--- src/rtl/nsalu_pkg.sv ---
package nsalu_pkg;
  localparam logic [3:0] OP_ADD   = 4'd0;
  localparam logic [3:0] OP_ADC   = 4'd1;
  localparam logic [3:0] OP_SUB   = 4'd2;
  localparam logic [3:0] OP_SBC   = 4'd3;
  localparam logic [3:0] OP_AND   = 4'd4;
  localparam logic [3:0] OP_XOR   = 4'd5;
  localparam logic [3:0] OP_OR    = 4'd6;
  localparam logic [3:0] OP_CP    = 4'd7;
  localparam logic [3:0] OP_PASS  = 4'd8;
  localparam logic [3:0] OP_DAA   = 4'd9;
  localparam logic [3:0] OP_ADD16 = 4'd10;

  localparam int FL_Z = 3;
  localparam int FL_N = 2;
  localparam int FL_H = 1;
  localparam int FL_C = 0;

  typedef enum logic [2:0] {
    SL_ADD, SL_SUB, SL_AND, SL_XOR, SL_OR, SL_PASSB
  } slice_fn_e;
endpackage

--- src/rtl/nsalu_rst_sync.sv ---
module nsalu_rst_sync (
  input  logic clk,
  input  logic arst_n,
  output logic srst_n
);
  logic [1:0] sync_q;

  always_ff @(posedge clk or negedge arst_n) begin
    if (!arst_n) sync_q <= '0;
    else         sync_q <= {sync_q[0], 1'b1};
  end

  assign srst_n = sync_q[1];
endmodule

--- src/rtl/nsalu_slice.sv ---
module nsalu_slice
  import nsalu_pkg::*;
#(
  parameter int NIB_W = 4
) (
  input  slice_fn_e        fn,
  input  logic [NIB_W-1:0] a,
  input  logic [NIB_W-1:0] b,
  input  logic             cin,
  output logic [NIB_W-1:0] r,
  output logic             cout
);
  logic             inv;
  logic [NIB_W:0]   sum;

  // Subtract as a + ~b + ~borrow; the outgoing carry is inverted back to a borrow.
  always_comb begin
    inv  = (fn == SL_SUB);
    sum  = {1'b0, a} + {1'b0, b ^ {NIB_W{inv}}} + {{NIB_W{1'b0}}, cin ^ inv};
    r    = b;
    cout = 1'b0;
    unique case (fn)
      SL_ADD, SL_SUB: begin
        r    = sum[NIB_W-1:0];
        cout = sum[NIB_W] ^ inv;
      end
      SL_AND:   r = a & b;
      SL_XOR:   r = a ^ b;
      SL_OR:    r = a | b;
      default:  r = b;
    endcase
  end
endmodule

--- src/rtl/nsalu_daa.sv ---
module nsalu_daa #(
  parameter int BYTE_W = 8
) (
  input  logic [BYTE_W-1:0] val,
  input  logic              n_in,
  input  logic              h_in,
  input  logic              c_in,
  output logic [BYTE_W-1:0] corr,
  output logic              c_out
);
  localparam int HALF = BYTE_W / 2;
  localparam logic [HALF-1:0]   NIB_LIMIT  = HALF'(9);
  localparam logic [BYTE_W-1:0] BYTE_LIMIT = BYTE_W'(8'h99);
  localparam logic [HALF-1:0]   SIX        = HALF'(6);

  logic lo_over, hi_over, fix_lo, fix_hi;

  always_comb begin
    lo_over = (val[HALF-1:0] > NIB_LIMIT);
    hi_over = (val > BYTE_LIMIT);
    fix_lo  = n_in ? h_in : (h_in | lo_over);
    fix_hi  = n_in ? c_in : (c_in | hi_over);
    corr    = {(fix_hi ? SIX : '0), (fix_lo ? SIX : '0)};
    c_out   = fix_hi;
  end
endmodule

--- src/rtl/nsalu.sv ---
module nsalu
  import nsalu_pkg::*;
#(
  parameter int NIB_W  = 4,
  parameter int BYTE_W = 8,
  parameter int WIDE_W = 16
) (
  input  logic              clk,
  input  logic              rst_n,
  input  logic              start_i,
  input  logic [3:0]        op_i,
  input  logic [WIDE_W-1:0] x_i,
  input  logic [WIDE_W-1:0] y_i,
  input  logic [3:0]        flags_i,
  output logic              busy_o,
  output logic              done_o,
  output logic [WIDE_W-1:0] res_o,
  output logic [3:0]        flags_o
);
  localparam int NB = BYTE_W / NIB_W;
  localparam int NW = WIDE_W / NIB_W;
  localparam int PW = $clog2(NW);
  localparam logic [PW-1:0] LAST_B = PW'(NB - 1);
  localparam logic [PW-1:0] LAST_W = PW'(NW - 1);
  localparam logic [PW-1:0] HPAS_B = PW'(NB - 2);
  localparam logic [PW-1:0] HPAS_W = PW'(NW - 2);

  logic srst_n;

  logic              busy_q, busy_d, done_q, done_d, cry_q, cry_d, hc_q, hc_d;
  logic [PW-1:0]     pass_q, pass_d;
  logic [3:0]        op_q, op_d, fin_q, fin_d, flg_q, flg_d;
  logic [WIDE_W-1:0] x_q, x_d, y_q, y_d, acc_q, acc_d, res_q, res_d;

  logic              wide, last, sub_op, init_c, s_cin, s_cout, daa_c;
  logic [PW-1:0]     hpass;
  slice_fn_e         fn;
  logic [NIB_W-1:0]  a_nib, b_nib, s_r;
  logic [BYTE_W-1:0] daa_corr, r8;
  logic [WIDE_W-1:0] b_src;

  nsalu_rst_sync u_rst (.clk(clk), .arst_n(rst_n), .srst_n(srst_n));

  nsalu_daa #(.BYTE_W(BYTE_W)) u_daa (
    .val(x_q[BYTE_W-1:0]), .n_in(fin_q[FL_N]), .h_in(fin_q[FL_H]),
    .c_in(fin_q[FL_C]), .corr(daa_corr), .c_out(daa_c)
  );

  nsalu_slice #(.NIB_W(NIB_W)) u_slice (
    .fn(fn), .a(a_nib), .b(b_nib), .cin(s_cin), .r(s_r), .cout(s_cout)
  );

  // Operand steering for the current pass
  always_comb begin
    wide   = (op_q == OP_ADD16);
    last   = (pass_q == (wide ? LAST_W : LAST_B));
    hpass  = wide ? HPAS_W : HPAS_B;
    sub_op = (op_q == OP_SUB) || (op_q == OP_SBC) || (op_q == OP_CP);
    init_c = ((op_q == OP_ADC) || (op_q == OP_SBC)) ? fin_q[FL_C] : 1'b0;
    s_cin  = (pass_q == '0) ? init_c : cry_q;
    b_src  = (op_q == OP_DAA) ? {{(WIDE_W-BYTE_W){1'b0}}, daa_corr} : y_q;
    a_nib  = x_q[pass_q*NIB_W +: NIB_W];
    b_nib  = b_src[pass_q*NIB_W +: NIB_W];
    case (op_q)
      OP_ADD, OP_ADC, OP_ADD16: fn = SL_ADD;
      OP_SUB, OP_SBC, OP_CP:    fn = SL_SUB;
      OP_AND:                   fn = SL_AND;
      OP_XOR:                   fn = SL_XOR;
      OP_OR:                    fn = SL_OR;
      OP_DAA:                   fn = fin_q[FL_N] ? SL_SUB : SL_ADD;
      default:                  fn = SL_PASSB;
    endcase
  end

  // Next-state logic
  always_comb begin
    busy_d = busy_q;  done_d = 1'b0;  cry_d = cry_q;  hc_d = hc_q;
    pass_d = pass_q;  op_d = op_q;    fin_d = fin_q;  flg_d = flg_q;
    x_d = x_q;  y_d = y_q;  acc_d = acc_q;  res_d = res_q;
    r8  = '0;
    if (!busy_q) begin
      if (start_i) begin
        busy_d = 1'b1;  pass_d = '0;  acc_d = '0;
        op_d = op_i;  x_d = x_i;  y_d = y_i;  fin_d = flags_i;
      end
    end else begin
      acc_d[pass_q*NIB_W +: NIB_W] = s_r;
      cry_d  = s_cout;
      pass_d = pass_q + 1'b1;
      if (pass_q == hpass) hc_d = s_cout;
      if (last) begin
        busy_d = 1'b0;
        done_d = 1'b1;
        r8     = acc_d[BYTE_W-1:0];
        res_d  = {{(WIDE_W-BYTE_W){1'b0}}, r8};
        case (op_q)
          OP_ADD, OP_ADC, OP_SUB, OP_SBC:
            flg_d = {r8 == '0, sub_op, hc_q, s_cout};
          OP_CP: begin
            res_d = {{(WIDE_W-BYTE_W){1'b0}}, x_q[BYTE_W-1:0]};
            flg_d = {r8 == '0, 1'b1, hc_q, s_cout};
          end
          OP_AND:        flg_d = {r8 == '0, 3'b010};
          OP_XOR, OP_OR: flg_d = {r8 == '0, 3'b000};
          OP_DAA:
            flg_d = {r8 == '0, fin_q[FL_N], 1'b0,
                     fin_q[FL_N] ? fin_q[FL_C] : daa_c};
          OP_ADD16: begin
            res_d = acc_d;
            flg_d = {fin_q[FL_Z], 1'b0, hc_q, s_cout};
          end
          default: flg_d = fin_q;
        endcase
      end
    end
  end

  // State registers
  always_ff @(posedge clk or negedge srst_n) begin
    if (!srst_n) begin
      busy_q <= 1'b0;  done_q <= 1'b0;  cry_q <= 1'b0;  hc_q <= 1'b0;
      pass_q <= '0;    op_q <= '0;      fin_q <= '0;    flg_q <= '0;
      x_q <= '0;  y_q <= '0;  acc_q <= '0;  res_q <= '0;
    end else begin
      busy_q <= busy_d;  done_q <= done_d;  cry_q <= cry_d;  hc_q <= hc_d;
      pass_q <= pass_d;  op_q <= op_d;      fin_q <= fin_d;  flg_q <= flg_d;
      x_q <= x_d;  y_q <= y_d;  acc_q <= acc_d;  res_q <= res_d;
    end
  end

  assign busy_o  = busy_q;
  assign done_o  = done_q;
  assign res_o   = res_q;
  assign flags_o = flg_q;

  AST_DONE_SINGLE: assert property (@(posedge clk) disable iff (!srst_n)
    done_q |=> !done_q);
  AST_LOW_NIBBLE_FIRST: assert property (@(posedge clk) disable iff (!srst_n)
    $rose(busy_q) |-> (pass_q == '0));
  AST_BUSY_HOLDS_OP: assert property (@(posedge clk) disable iff (!srst_n)
    busy_q |=> ($stable(op_q) && $stable(x_q) && $stable(y_q)));
  AST_AND_SETS_H: assert property (@(posedge clk) disable iff (!srst_n)
    (done_q && op_q == OP_AND) |-> (flg_q[FL_H] && !flg_q[FL_C]));
  AST_WIDE_FLAGS: assert property (@(posedge clk) disable iff (!srst_n)
    (done_q && op_q == OP_ADD16) |-> (!flg_q[FL_N] && flg_q[FL_Z] == fin_q[FL_Z]));
  AST_DAA_KEEPS_C: assert property (@(posedge clk) disable iff (!srst_n)
    (done_q && op_q == OP_DAA && !fin_q[FL_N] && fin_q[FL_C]) |-> flg_q[FL_C]);
endmodule

--- config.mk ---
export PLATFORM = sky130hd
export DESIGN_NAME = nsalu
export DESIGN_NICKNAME = d
export VERILOG_FILES = /design/src/rtl/nsalu_pkg.sv /design/src/rtl/nsalu_rst_sync.sv /design/src/rtl/nsalu_slice.sv /design/src/rtl/nsalu_daa.sv /design/src/rtl/nsalu.sv
export SDC_FILE = /design/constraint.sdc
export NUM_CORES = 1
export LEC_CHECK = 0
export ABC_CLOCK_PERIOD_IN_PS = 6600
export BUFFER_PORTS_ARGS = -buffer_cell sky130_fd_sc_hd__buf_2
export CAP_MARGIN = 20
export CORE_AREA = 2 2 118 120
export CTS_CLUSTER_DIAMETER = 200
export DETAILED_ROUTE_END_ITERATION = 8
export DIE_AREA = 0 0 120 122
export PLACE_DENSITY = 0.61
export RECOVER_POWER = 50
export SETUP_SLACK_MARGIN = 0.2
export SLEW_MARGIN = 0
export SYNTH_ARGS = -nofsm -noshare
export SYNTH_HDL_FRONTEND = slang
export SYNTH_SLANG_ARGS = --single-unit
--- constraint.sdc ---
create_clock -name clk -period 6.6 [get_ports clk]
set_input_delay 1.32 -clock clk [delete_from_list [all_inputs] [get_ports clk]]
set_output_delay 1.32 -clock clk [all_outputs]
set_load 0.02 [all_outputs]
After elaboration in Yosys (flattened, before gate mapping)

Index checks and enable logic that the tools add are counted.
W data, S select, Z words.

Flip-flop bits (word level): 84
Output and inout port bits: 22
Input port bits: 43

Reductions and logical operators: 16
Add/subtract/negate cells: 4
$lt $le $gt $ge: 2
Eq/ne operators: 15
Shift-type cells: 4
Muxes and demuxes: 26
Bitwise gates (word level): 9

Operators with widths:

| kind                      | count |
|---|---|
| $mux W16                  | 3 |
| $neg A4 Y34               | 1 |
| $shift A4 B34 Y16 const A | 1 |
| $shiftx A4 B34 Y16        | 1 |
| $pmux W16 S2              | 1 |
| $shiftx A16 B5 Y4         | 2 |
| $pmux W4 S6               | 1 |
| $pmux W3 S6               | 1 |
| $bwmux W16                | 1 |
| $eq A4 B3 Y1 const B      | 4 |
| $pmux W4 S4               | 1 |
| $mux W1                   | 12 |
| $eq A4 B2 Y1 const B      | 2 |
| $eq A4 B4 Y1 const B      | 2 |
| $gt A8 B8 Y1 const B      | 1 |
| $logic_not A8 Y1          | 1 |
| $mux W2                   | 4 |
| $xor A4 B4 Y4             | 2 |
| $eq A3 B2 Y1 const B      | 2 |
| $mux W3                   | 2 |
| $reduce_and A2 Y1         | 3 |
| $reduce_or A3 Y1          | 2 |
| $add A4 B4 Y5             | 1 |
| $add A5 B1 Y5             | 1 |
| other kinds (18)          | 24 |

Logic depth before layout (Yosys ltp)

Gate-level depths: netlist (run 1).

Word-level depth: 14
Gate-level depth with buffers: 16

Modules after synthesis

Synthesis (run 1) repeated with hierarchy kept, for this count alone.

Cells, all modules: 448
Area total of the unflattened synthesis: 4832.1 um^2

By module, submodules not included:

| module         | times used | area an instance (um^2) | cells an instance |
|---|---|---|---|
| nsalu          | 1          | 4130.2                  | 363 |
| nsalu_slice    | 1          | 545.5                   | 67 |
| nsalu_daa      | 1          | 102.6                   | 15 |
| nsalu_rst_sync | 1          | 53.8                    | 3 |

Worst setup path before layout (run 1)

No wires, ideal clock.

Kind: reg2reg
From: register pass_q[0]
To: register flg_q[3] (netlist: flags_o[3])
Library setup time: 120 ps
Cell stages (with the launch flop): 17
Slack: 3179 ps
Period minus slack after synthesis: 3421 ps
Arrival: 3301 ps
Path through: dfrtp_1 > buf_4 > buf_4 > inv_2 > ha_1 > nand4_1 > o21ai_0 > xor2_1 > fa_1 > inv_1 > fa_1 > inv_1 > nor2_1 > mux4_2 > a32oi_2 > nor3_1 > a31o_1

Longest elaborated chain between the ends: 9
Elaborated cells on any way between the ends: 20
Those cells by class: add/sub (3); eq/ne (1); shift (4); mux (4); bitwise (5); reduce/logical (3)

Ends and longest elaborated chain:

| element                                               | line                           | text |
|---|---|---|
| start: declaration                                    | nsalu.sv:31                    | `logic [PW-1:0] pass_q, pass_d;` |
| start signal: assignment                              | nsalu.sv:126                   | `pass_q <= pass_d; op_q <= op_d; fin_q <= fin_d; flg_q <= flg_d;` |
| $shiftx A16 B5 Y4 or $logic_not A2 Y1 (tied branches) | nsalu.sv:63, nsalu.sv:60       |  |
| $xor A4 B4 Y4 or $mux W1 (tied branches)              | nsalu_slice.sv:19, nsalu.sv:60 |  |
| $add A4 B4 Y5 or $xor A1 B1 Y1 (tied branches)        | nsalu_slice.sv:19              | `sum = {1'b0, a} + {1'b0, b ^ {NIB_W{inv}}} + {{NIB_W{1'b0}}, cin ^ inv};` |
| $add A5 B1 Y5                                         | nsalu_slice.sv:19              |  |
| $pmux W4 S4                                           | nsalu_slice.sv:22              | `unique case (fn)` |
| $shiftx A4 B34 Y16                                    | nsalu.sv:87                    | `acc_d[pass_q*NIB_W +: NIB_W] = s_r;` |
| $bwmux W16                                            | nsalu.sv:87                    |  |
| $logic_not A8 Y1                                      | n/a                            |  |
| $pmux W4 S6                                           | nsalu.sv:96                    | `case (op_q)` |
| end signal: assignment                                | nsalu.sv:126                   |  |
| end: declaration                                      | nsalu.sv:32                    | `logic [3:0] op_q, op_d, fin_q, fin_d, flg_q, flg_d;` |

Several ways; a longest one is shown, not always the timed one.
A chain may end at the register's enable or synchronous reset.

Worst setup path after layout (run 1)

From: register op_q[0]
To: register acc_q[1]

Longest elaborated chain between the ends: 11
Elaborated cells on any way between the ends: 35
Those cells by class: add/sub (2); eq/ne (13); shift (2); mux (7); bitwise (5); reduce/logical (6)

Ends and longest elaborated chain:

| element                                               | line              | text |
|---|---|---|
| start: declaration                                    | nsalu.sv:32       |  |
| start signal: assignment                              | nsalu.sv:126      |  |
| branches (longest 7 deep; another with $add A4 B4 Y5) | n/a               |  |
| $pmux W4 S4 *                                         | nsalu_slice.sv:22 |  |
| $shiftx A4 B34 Y16 *                                  | nsalu.sv:87       |  |
| $bwmux W16 *                                          | nsalu.sv:87       |  |
| $mux W16 *                                            | nsalu.sv:81       | `if (!busy_q) begin` |
| end signal: assignment                                | nsalu.sv:123      | `x_q <= '0; y_q <= '0; acc_q <= '0; res_q <= '0;` |
| end signal: assignment                                | nsalu.sv:127      | `x_q <= x_d; y_q <= y_d; acc_q <= acc_d; res_q <= res_d;` |
| end: declaration                                      | nsalu.sv:33       | `logic [WIDE_W-1:0] x_q, x_d, y_q, y_d, acc_q, acc_d, res_q, res_d;` |

Every way passes the cells marked *.

==> summary.md, run 1 <==
| Metric | Value |
|---|---|
| Yosys cell types | `56` |
| Max Slew Vio Count | `50` |
| Clk_lat worst skew | `0.35 ns` |
| Number of global-route vias before repair | `3625` |
| Final Hold Vio Count | `0` |
| Final Cycle Share | `62.2%` |
| Layout Cells excl Fill | `678` |
| Clk buf depth | `2` |
| Post-cts sizing count | `0` |
| Post-CTS Setup Bufs | `0` |
| Avg WL per Cell | `16.8 µm` |
| Final setup vio count | `0` |
| DP Cell Count | `661` |
| I/O Buffers | `64` |
| Max incr delay on CP | `0.79 ns` |
| Placed instance area | `0.00503 mm²` |
| Area Overhead vs Synth | `16.5%` |
| RePlAce Congestion | `0.893` |
| Die ar. | `0.0146 mm²` |
| CP Launch Type | `flop` |
| Drt first pass iters | `5` |
| Setup TNS | `0 ns` |
| Clock network fraction of design power | `15.4%` |
| Worst Skew | `0.00664 ns` |
| PwrDens | `623 mW/mm²` |
| First-pass GRT wire length | `19.0 mm` |
| Site Rows | `43` |
| CTS buffer count | `9` |
| Clock root buffer | `clkbuf_16` |
| Slew HR | `-72.4%` |
| Switching share of power | `45.3%` |
| Crit path required time | `6.87 ns` |
| Post-Syn Instances | `438` |
| Number of fill cells | `1321` |
| Slew of the pin with the lowest slew margin | `2.59 ns` |
| Pin count of the biggest net entering global routing | `83` |
| Clk slew on worst S/H paths | `0.06 ns` |
| Register bit total from synthesis | `84` |
| Synth Cell Area | `0.00457 mm²` |
| H-tree Lvls | `3` |
| Arr. time, crit path | `4.37 ns` |
| Worst hold start | `u_rst.sync_q[0]$_DFF_PN0_` |
| Sequential Power Share | `30.1%` |
| Initial Util | `33.8%` |
| HP Class | `flop to flop` |
| Grt total ovfl | `0` |
| Min cycle time layout | `4.10 ns` |
| Leakage | `2.37 nW` |
| Register area share after synthesis | `46.0%` |
| Critical path launch point | `op_q[0]$_DFFE_PN0P_` |
| YS warnings | `0` |
| Synth async-reset ratio | `100%` |
| Post-route ant nets | `0` |
| CTS Hold Bufs | `0` |
| Core Box Area | `0.0135 mm²` |
| CTS tree | `done` |
| Top_reg_cell synth | `dfrtp_1` |
| # IOs | `65` |
| Logic pwr share | `54.6%` |
| Worst path cell trace | `inv_1 > a21oi_1 > a32o_1 > xnor2_1 > fa_1 > inv_1 > fa_1 > inv_1 > nor2_1 > mux4_2 > a32oi_2 > nand2_1 > o21ai_1` |
| Syn avg cell area | `10.4 µm²` |
| Share of cells above drive strength 1 | `25.5%` |
| Synthesized Nets | `499` |
| Initial antenna violation count | `0` |
| Worst Setup Path Type | `flop to flop` |
| Antenna cells | `0` |
| # clock sinks | `84` |
| Routed WL | `11.4 mm` |
| Iter 0 DRT Violations | `253` |
| CP endpoint kind | `flop` |
| Routed via count | `3539` |
| DP HPWL | `8.27 mm` |
| Failing checks | `max-capacitance violations, max-slew violations` |
| Drt drc | `0` |
| Total global-route track usage | `16.6%` |
| Nets | `554` |
| Critical Path Slowest Stage Cell | `dfrtp_1` |
| Die Span Y | `122 µm` |
| RSZ-0062 raised after global routing | `false` |
| Number of max-cap violations | `1` |
| Fmax | `244 MHz` |
| Most used cell, CP | `inv_1` |
| P_int | `1.81 mW` |
| Status | `finished, violations left` |
| Die Wd | `120 µm` |
| R2R Path Start | `op_q[0]$_DFFE_PN0P_` |
| Vias per cell | `5.22` |
| Final Cell Area | `0.00532 mm²` |
| Post-synth EDFFs | `0` |
| Switch Pwr | `1.50 mW` |
| Worst vdd ir | `0.270 mV` |
| CP max FO | `20` |
-- placed cells by master (no fill, tap or decap), types with 8 or more instances in the layout --
master / Yosys / final
a21oi_1: 15 / 15
buf_2: 7 / 62
clkbuf_16: 0 / 9
dfrtp_1: 84 / 84
ha_1: 16 / 16
inv_1: 23 / 23
mux2_2: 38 / 38
mux4_2: 8 / 8
nand2_1: 31 / 31
nand2b_1: 17 / 17
nor2_1: 27 / 27
nor3_1: 10 / 10
o21ai_0: 35 / 35
o21ai_1: 14 / 14
-- path summary, 6_finish.rpt --
path                                        endpoint  slack, ns  cells after the start
min reg2reg                u_rst.sync_q[1]$_DFF_PN0_       0.36                      0
min                        u_rst.sync_q[1]$_DFF_PN0_       0.36                      0
min in group asynchronous         x_q[2]$_DFFE_PN0P_       0.55                      0
max                             acc_q[1]$_DFFE_PN0P_       2.50                     13
max reg2reg                     acc_q[1]$_DFFE_PN0P_       2.50                     13
max in group asynchronous     flags_o[2]$_DFFE_PN0P_       3.00                      1
-- cell families after synthesis --
| family | Yosys count | share of synthesized area (%) |
|---|---|---|
| AND/OR/NAND/NOR | 117 | 12.9 |
| other | 1 | 0.0821 |
| adder cells (fa/ha/maj) | 18 | 5.26 |
| XOR/XNOR | 9 | 1.89 |
| flip-flops | 84 | 46.0 |
| multiplexers | 51 | 14.4 |
| AO/OA/AOI/OAI | 110 | 15.1 |
| buffers and inverters | 48 | 4.38 |
-- routing by layer --
metal  up-vias  part of all wire [%]  track usage [%]
met4         0                   2.5             6.62
met2       126                    46             26.4
met3        22                   6.2             4.59
met1      1710                    45             21.6
li1       1681                     -                -
met5         -                     0                0
-- final cells by class --
type	count	area (µm²)	area share, %
tap	180	225	4.23
clock inverter	1	30.0	0.564
clock buffer	15	268	5.03
inverter	25	93.8	1.76
sequential	84	2100	39.5
timing repair buffer	67	337	6.32
multi-input combinational	306	2270	42.6
-- stage by stage --
step	utilization [%]	setup WS, ns	total power [mW]	hold WS (ns)
after floorplan	-	3.18	2.30	0.331
after global placement	37.3	2.69	2.74	0.342
after detailed placement	37.3	2.52	2.81	0.346
after CTS	39.5	2.49	3.34	0.359
after global routing	39.4	2.12	3.59	0.376
final	39.4	2.50	3.31	0.357
-- cells in the mapped netlist, drive strengths merged (2+ instances only) --
library cell | n | area share [%]
a211o | 4 | 0.77
a211oi | 3 | 0.49
a21o | 2 | 0.33
a21oi | 15 | 1.6
a22o | 3 | 0.58
a22oi | 3 | 0.49
a311oi | 2 | 0.38
a31oi | 7 | 0.96
a32oi | 3 | 0.74
and3 | 2 | 0.27
buf | 11 | 1.3
clkbuf | 12 | 0.99
dfrtp | 84 | 46
fa | 2 | 0.88
ha | 16 | 4.4
inv | 25 | 2.1
mux2 | 38 | 9.4
mux2i | 5 | 1.1
mux4 | 8 | 3.9
nand2 | 31 | 2.5
nand2b | 17 | 2.3
nand3 | 8 | 0.99
nand4 | 2 | 0.27
nor2 | 27 | 2.2
nor2b | 7 | 0.96
nor3 | 10 | 1.1
nor3b | 2 | 0.33
nor4 | 2 | 0.27
nor4bb | 2 | 0.44
o21a | 2 | 0.33
o21ai | 49 | 5.4
o22ai | 2 | 0.27
o311ai | 2 | 0.38
o31ai | 6 | 0.99
or3 | 3 | 0.41
xnor2 | 5 | 1.1
xor2 | 4 | 0.77
-- state kept, by name, indices dropped and copies added, names as in the netlist --
register      cells
op_q              4
hc_q              1
res_o            16
u_rst.sync_q      2
cry_q             1
pass_q            2
acc_q            16
done_o            1
y_q              16
x_q              16
flags_o           4
fin_q             4
busy_o            1
-- critical path: cells and delay by family (launching register included) --
kind / cells / cell delay (ns)
xor gates and xnor gates: 1 / 0.16
adders and majority gates: 2 / 0.86
DFF: 1 / 0.79
buffers and inverters: 3 / 0.37
muxes: 1 / 0.51
AOI/OAI and AO/OA: 4 / 1.11
and+or+nand+nor: 2 / 0.23
-- power groups by stage --
| stage | clock, mW | sequential (mW) | combinational, mW |
|---|---|---|---|
| after floorplan | 0 | 0.912 | 1.39 |
| after global placement | 0 | 0.999 | 1.74 |
| after detailed placement | 0 | 1.01 | 1.80 |
| after CTS | 0.524 | 1.01 | 1.81 |
| after global routing | 0.546 | 1.04 | 2.01 |
| final | 0.509 | 0.997 | 1.81 |
(Power assumes the default switching activity.)
==> run 2, diff against run 1 <==
--- a/config.mk
+++ b/config.mk
@@ -5,14 +5,14 @@
 export SDC_FILE = /design/constraint.sdc
 export NUM_CORES = 1
 export LEC_CHECK = 0
-export ABC_CLOCK_PERIOD_IN_PS = 6600
+export ABC_CLOCK_PERIOD_IN_PS = 3600
 export BUFFER_PORTS_ARGS = -buffer_cell sky130_fd_sc_hd__buf_2
 export CAP_MARGIN = 20
 export CORE_AREA = 2 2 118 120
 export CTS_CLUSTER_DIAMETER = 200
 export DETAILED_ROUTE_END_ITERATION = 8
 export DIE_AREA = 0 0 120 122
-export PLACE_DENSITY = 0.61
+export PLACE_DENSITY = 0.63
 export RECOVER_POWER = 50
 export SETUP_SLACK_MARGIN = 0.2
 export SLEW_MARGIN = 0
==> constraint.sdc (replaced) <==
create_clock -name clk -period 3.6 [get_ports clk]
set_input_delay 0.72 -clock clk [delete_from_list [all_inputs] [get_ports clk]]
set_output_delay 0.72 -clock clk [all_outputs]
set_load 0.02 [all_outputs]
==> run 2 against run 1 <==
Effect of this change:
- sequential power increased by 74%
- design area grew 5.2%
- highest routed layer unchanged
- the flow now finishes without violations
- critical path depth stayed put
- via count increased by 4.8%
- sequential cell count unchanged
- largest power group unchanged
- clock-buffer cell count shrank 4
==> summary.md, run 2 (synthesized netlist as in run 1, its figures left out) <==
| Metric | Value |
|---|---|
| Status | `finished, final reports clean` |
| I/O Buffers | `64` |
| Final Cycle Share | `94.8%` |
| Core Box Area | `0.0135 mm²` |
| CTS Hold Bufs | `0` |
| Grt total ovfl | `0` |
| Area Overhead vs Synth | `22.6%` |
| Die ar. | `0.0146 mm²` |
| # clock sinks | `84` |
| # IOs | `65` |
| CTS buffer count | `9` |
| Crit path required time | `3.84 ns` |
| Logic pwr share | `59.5%` |
| Switch Pwr | `2.93 mW` |
| DP HPWL | `8.98 mm` |
| PwrDens | `1170 mW/mm²` |
| Clk buf depth | `2` |
| Pin count of the biggest net entering global routing | `83` |
| Worst path cell trace | `mux4_2 > nor2b_4 > inv_2 > xnor2_2 > fa_2 > inv_2 > fa_1 > inv_1 > nor2_1 > mux4_2 > a32oi_4 > nor3_1 > a31o_1` |
| Arr. time, crit path | `3.65 ns` |
| Most frequent cells in the layout | `dfrtp_1 (81), buf_2 (59), mux2_2 (38), o21ai_0 (34), nand2_1 (29)` |
| Max incr delay on CP | `0.52 ns` |
| First-pass GRT wire length | `19.5 mm` |
| Worst Skew | `0.00781 ns` |
| R2R Path Start | `pass_q[0]$_DFFE_PN0P_` |
| Placed instance area | `0.00517 mm²` |
| Worst setup margin | `0.186 ns` |
| HP Class | `input port to async pin` |
| Number of global-route vias before repair | `3591` |
| Max Slew Vio Count | `0` |
| Switching share of power | `44.6%` |
| Worst Setup Path Type | `flop to flop` |
| Slew of the pin with the lowest slew margin | `1.38 ns` |
| Antenna cells | `0` |
| P_int | `3.64 mW` |
| Vias per cell | `5.26` |
| CTS tree | `done` |
| Met2 wire length | `5.92 mm` |
| Nets | `581` |
| Leakage | `2.50 nW` |
| Setup TNS | `0 ns` |
| Share of cells above drive strength 1 | `31.8%` |
| Most common cell after layout, fill and taps aside | `dfrtp_1` |
| Drt drc | `0` |
| Number of max-cap violations | `0` |
| Top layer in use | `met4` |
| Total global-route track usage | `17.3%` |
| Slew HR | `8.23%` |
| Drt first pass iters | `5` |
| CP max FO | `4` |
| Final Hold Vio Count | `0` |
| Clock root buffer | `clkbuf_16` |
| Min cycle time layout | `3.41 ns` |
| Final Cell Area | `0.00560 mm²` |
| Post-route ant nets | `0` |
| Fmax | `293 MHz` |
| Min Hold Slack | `0.143 ns` |
| Clk slew on worst S/H paths | `0.06 ns` |
| Reg-to-reg critical path endpoint | `flags_o[3]$_DFFE_PN0P_` |
| Site Rows | `43` |
| Initial antenna violation count | `0` |
| RePlAce Congestion | `0.856` |
| Initial Util | `33.8%` |
| Routed WL | `12.2 mm` |
| Critical Path Slowest Stage Cell | `mux4_2` |
| Die Wd | `120 µm` |
| Metal-1 WL | `5.41 mm` |
| Worst vdd ir | `0.434 mV` |
| Clock network fraction of design power | `14.1%` |
| CP endpoint kind | `flop` |
| Worst Reg-to-Reg Cells | `13` |
| Setup Slack @ Placement | `0.0546 ns` |
| Sequential Power Share | `26.4%` |
| H-tree Lvls | `3` |
| CP Launch Type | `flop` |
| Avg WL per Cell | `17.3 µm` |
| Met3 wire length | `615 µm` |
| R2R Setup Slk | `0.19 ns` |
| Die Span Y | `122 µm` |
| RSZ-0062 raised after global routing | `true` |
| Iter 0 DRT Violations | `223` |
| Final setup vio count | `0` |
| Routed via count | `3709` |
| Clk_lat worst skew | `0.35 ns` |
==> run 2: worst max-delay path, delay by kind of cell (launching register included) <==
family | cells | cell delay (ns)
AND/OR/NAND/NOR | 3 | 0.29
flip-flops | 1 | 0.42
buffers and inverters | 3 | 0.21
multiplexers | 2 | 1.01
AO/OA/AOI/OAI | 2 | 0.52
adder cells (fa/ha/maj) | 2 | 0.78
XOR/XNOR | 1 | 0.08
==> run 2: repair_timing <==
item                                   in CTS  in global routing
pin swaps                                   2                  5
endpoints found under the hold margin       0                  0
cloned                                      0                  1
setup endpoints to repair                   7                  9
gates resized for setup                     5                 11
buffers inserted                            3                  7
==> run 2: final cells by class <==
type / instances / area [µm²]
inverters: 25 / 93.8
repair buffers: 94 / 567
clock inverters: 5 / 62.6
well taps: 180 / 225
fillers: 1340 / 7900
flip-flops and latches: 84 / 2110
multi-input cells: 306 / 2310
clock buffers: 11 / 233
==> run 2: worst max-delay path by stage <==
stage	startpoint	endpoint
2_1_floorplan	pass_q[0]$_DFFE_PN0P_	flags_o[3]$_DFFE_PN0P_
3_3_place_gp	pass_q[0]$_DFFE_PN0P_	flags_o[3]$_DFFE_PN0P_
3_5_place_dp	pass_q[0]$_DFFE_PN0P_	acc_q[5]$_DFFE_PN0P_
4_1_cts	pass_q[0]$_DFFE_PN0P_	flags_o[3]$_DFFE_PN0P_
5_1_grt	pass_q[0]$_DFFE_PN0P_	res_o[5]$_DFFE_PN0P_
6_report	pass_q[0]$_DFFE_PN0P_	flags_o[3]$_DFFE_PN0P_
==> run 2: stage by stage <==
step / utilization, % / total power, mW / instances
2_1_floorplan: - / 4.23 / 438
3_3_place_gp: 38.3 / 5.27 / 677
3_5_place_dp: 38.3 / 5.34 / 677
4_1_cts: 40.8 / 6.43 / 696
5_1_grt: 41.5 / 7.09 / 705
6_report: 41.5 / 6.56 / 705
==> run 2: metal layers <==
layer,up-vias,GRT usage (%)
met5,-,0
met4,0,8.16
met3,20,3.42
met2,103,27.5
met1,1849,22.9
li1,1737,-
==> run 2: power groups by stage <==
stage | logic, mW | clock network (mW) | registers (mW)
after CTS | 3.75 | 0.945 | 1.74
after detailed placement | 3.59 | 0 | 1.75
after global routing | 4.31 | 0.992 | 1.79
after floorplan | 2.56 | 0 | 1.67
after global placement | 3.53 | 0 | 1.74
final | 3.91 | 0.925 | 1.73
==> run 3, diff against run 2 <==
--- a/config.mk
+++ b/config.mk
@@ -8,11 +8,11 @@
 export ABC_CLOCK_PERIOD_IN_PS = 3600
 export BUFFER_PORTS_ARGS = -buffer_cell sky130_fd_sc_hd__buf_2
 export CAP_MARGIN = 20
-export CORE_AREA = 2 2 118 120
+export CORE_AREA = 2 2 110 112
 export CTS_CLUSTER_DIAMETER = 200
 export DETAILED_ROUTE_END_ITERATION = 8
-export DIE_AREA = 0 0 120 122
-export PLACE_DENSITY = 0.63
+export DIE_AREA = 0 0 112 114
+export PLACE_DENSITY = 0.7
 export RECOVER_POWER = 50
 export SETUP_SLACK_MARGIN = 0.2
 export SLEW_MARGIN = 0
==> run 3 against run 2 <==
Effect of this change:
- the run now ends with max-capacitance violations, max-slew violations left
- clock-buffer cell count shrank 1
- first-iteration DRC count grew 21%
- sequential cell count unchanged
- design area down 0.74%
- global-route usage rose by 1.5 points
- cell count fell by 5.7%
- critical path type unchanged
==> summary.md, run 3 (synthesized netlist as in run 1, its figures left out) <==
| Metric | Value |
|---|---|
| Number of max-cap violations | `1` |
| Clk buf depth | `2` |
| Final setup vio count | `0` |
| Area occupied by multi-input gates | `0.00235 mm²` |
| R2R Path Start | `pass_q[0]$_DFFE_PN0P_` |
| Status | `finished, violations left` |
| Number of global-route vias before repair | `3700` |
| Worst Reg-to-Reg Cells | `13` |
| Nets | `575` |
| Core Box Area | `0.0117 mm²` |
| Total global-route track usage | `18.8%` |
| Reg-to-reg critical path endpoint | `res_o[5]$_DFFE_PN0P_` |
| RePlAce Congestion | `0.886` |
| Drt drc | `0` |
| Placed instance area | `0.00514 mm²` |
| Initial antenna violation count | `0` |
| CP Launch Type | `flop` |
| Die Wd | `112 µm` |
| Final Cell Area | `0.00556 mm²` |
| RSZ-0062 raised after global routing | `true` |
| Most common cell after layout, fill and taps aside | `dfrtp_1` |
| Drt first pass iters | `6` |
| First-pass GRT wire length | `19.0 mm` |
| H-tree Lvls | `3` |
| Pin count of the biggest net entering global routing | `83` |
| Routed via count | `3752` |
| Clk_lat worst skew | `0.35 ns` |
| HP Class | `input port to async pin` |
| Vias per cell | `5.64` |
| CTS tree | `done` |
| Antenna cells | `0` |
| Slew of the pin with the lowest slew margin | `1.67 ns` |
| Critical Path Slowest Stage Cell | `mux4_2` |
| Post-Route Utilization | `47.5%` |
| Site Rows | `40` |
| Crit path required time | `3.86 ns` |
| Fmax | `290 MHz` |
| Die ar. | `0.0128 mm²` |
| Iter 0 DRT Violations | `269` |
| CTS buffer count | `9` |
| Max Slew Vio Count | `69` |
| Avg WL per Cell | `17.6 µm` |
| # clock sinks | `84` |
| CTS Hold Bufs | `0` |
| Routed WL | `11.7 mm` |
| # IOs | `65` |
| Die Span Y | `114 µm` |
| CP endpoint kind | `flop` |
| Failing checks | `max-capacitance violations, max-slew violations` |
| Most frequent cells in the layout | `dfrtp_1 (82), buf_2 (55), mux2_2 (38), o21ai_0 (35), nand2_1 (29)` |
| DP HPWL | `8.44 mm` |
| Worst Skew | `0.00814 ns` |
| Post-route ant nets | `0` |
| Min cycle time layout | `3.45 ns` |
| Clk slew on worst S/H paths | `0.07 ns` |
| Number of fill cells | `1101` |
| Arr. time, crit path | `3.70 ns` |
| FF+latch area | `0.00210 mm²` |
| Max incr delay on CP | `0.53 ns` |
| Worst Setup Path Type | `flop to flop` |
| Initial Util | `39.0%` |
| R2R Setup Slk | `0.15 ns` |
| Clock root buffer | `clkbuf_16` |
| CP max FO | `4` |
| Final Cycle Share | `95.8%` |
| Worst path cell trace | `mux4_2 > nor2b_4 > inv_2 > xnor2_2 > fa_2 > inv_2 > fa_1 > inv_1 > nor2_1 > mux4_2 > a32oi_4 > nand2_2 > a311oi_2` |
| Slew HR | `-11.4%` |
| Setup TNS | `0 ns` |
| I/O Buffers | `64` |
| Final Hold Vio Count | `0` |
| Area Overhead vs Synth | `21.7%` |
| Share of cells above drive strength 1 | `31.7%` |
| Grt total ovfl | `0` |
## run 3: changes by cell type in the layout (fill, tap and decap cells not counted), sizes merged
cell	before	now
clkbuf	18	20
buf	87	78
clkinvlp	2	1
bufinv	1	2
## run 3: timing repair
item                                   CTS  global route
setup buffers                            2             2
setup endpoints to repair                6             8
endpoints found under the hold margin    0             0
resized for setup                        8            12
pin swaps                                4            12
## run 3: critical path: cells and delay by family, from the launching register on
kind	cells	cell delay, ns
mux	2	1.02
fa+ha+maj	2	0.78
compound gates	2	0.57
flops	1	0.40
simple gates	3	0.28
buf+inv	3	0.21
xor+xnor	1	0.07
## run 3: layer usage
layer | GRT usage (%) | wire length, µm
met2 | 30.1 | 5560
met1 | 24.4 | 5140
met3 | 3.03 | 615
met5 | 0 | 0
met4 | 11.1 | 384
## run 3: metrics by stage
step | hold slack [ns] | setup slack (ns) | cells
after floorplan | 0.331 | 0.239 | 438
after global placement | 0.340 | 0.172 | 645
after detailed placement | 0.340 | 0.0648 | 645
after CTS | 0.139 | 0.155 | 662
after global routing | 0.140 | 0.0287 | 665
final | 0.148 | 0.153 | 665
## run 3: final cells by class
type                            count  share of cell area [%]
Sequential cell                    84                    37.9
Tap cell                          147                    3.31
Clock inverter                      5                    1.53
Clock buffer                       10                    4.30
Multi-Input combinational cell    306                    42.3
Timing Repair Buffer               88                    9.05
Inverter                           25                    1.69
## run 3: how the worst max path moves through the flow
| stage | cells past startpoint | from | to |
|---|---|---|---|
| after detailed placement | 13 | pass_q[0]$_DFFE_PN0P_ | flags_o[3]$_DFFE_PN0P_ |
| final | 13 | pass_q[0]$_DFFE_PN0P_ | res_o[5]$_DFFE_PN0P_ |
| after CTS | 13 | pass_q[0]$_DFFE_PN0P_ | res_o[5]$_DFFE_PN0P_ |
| after global placement | 13 | pass_q[0]$_DFFE_PN0P_ | flags_o[3]$_DFFE_PN0P_ |
| after global routing | 13 | pass_q[0]$_DFFE_PN0P_ | res_o[5]$_DFFE_PN0P_ |
| after floorplan | 14 | pass_q[0]$_DFFE_PN0P_ | flags_o[3]$_DFFE_PN0P_ |
Power of run 3 is left out: the tool's default activity adds up to more than one toggle a clock period on the data nets, which glitch-free logic cannot reach.
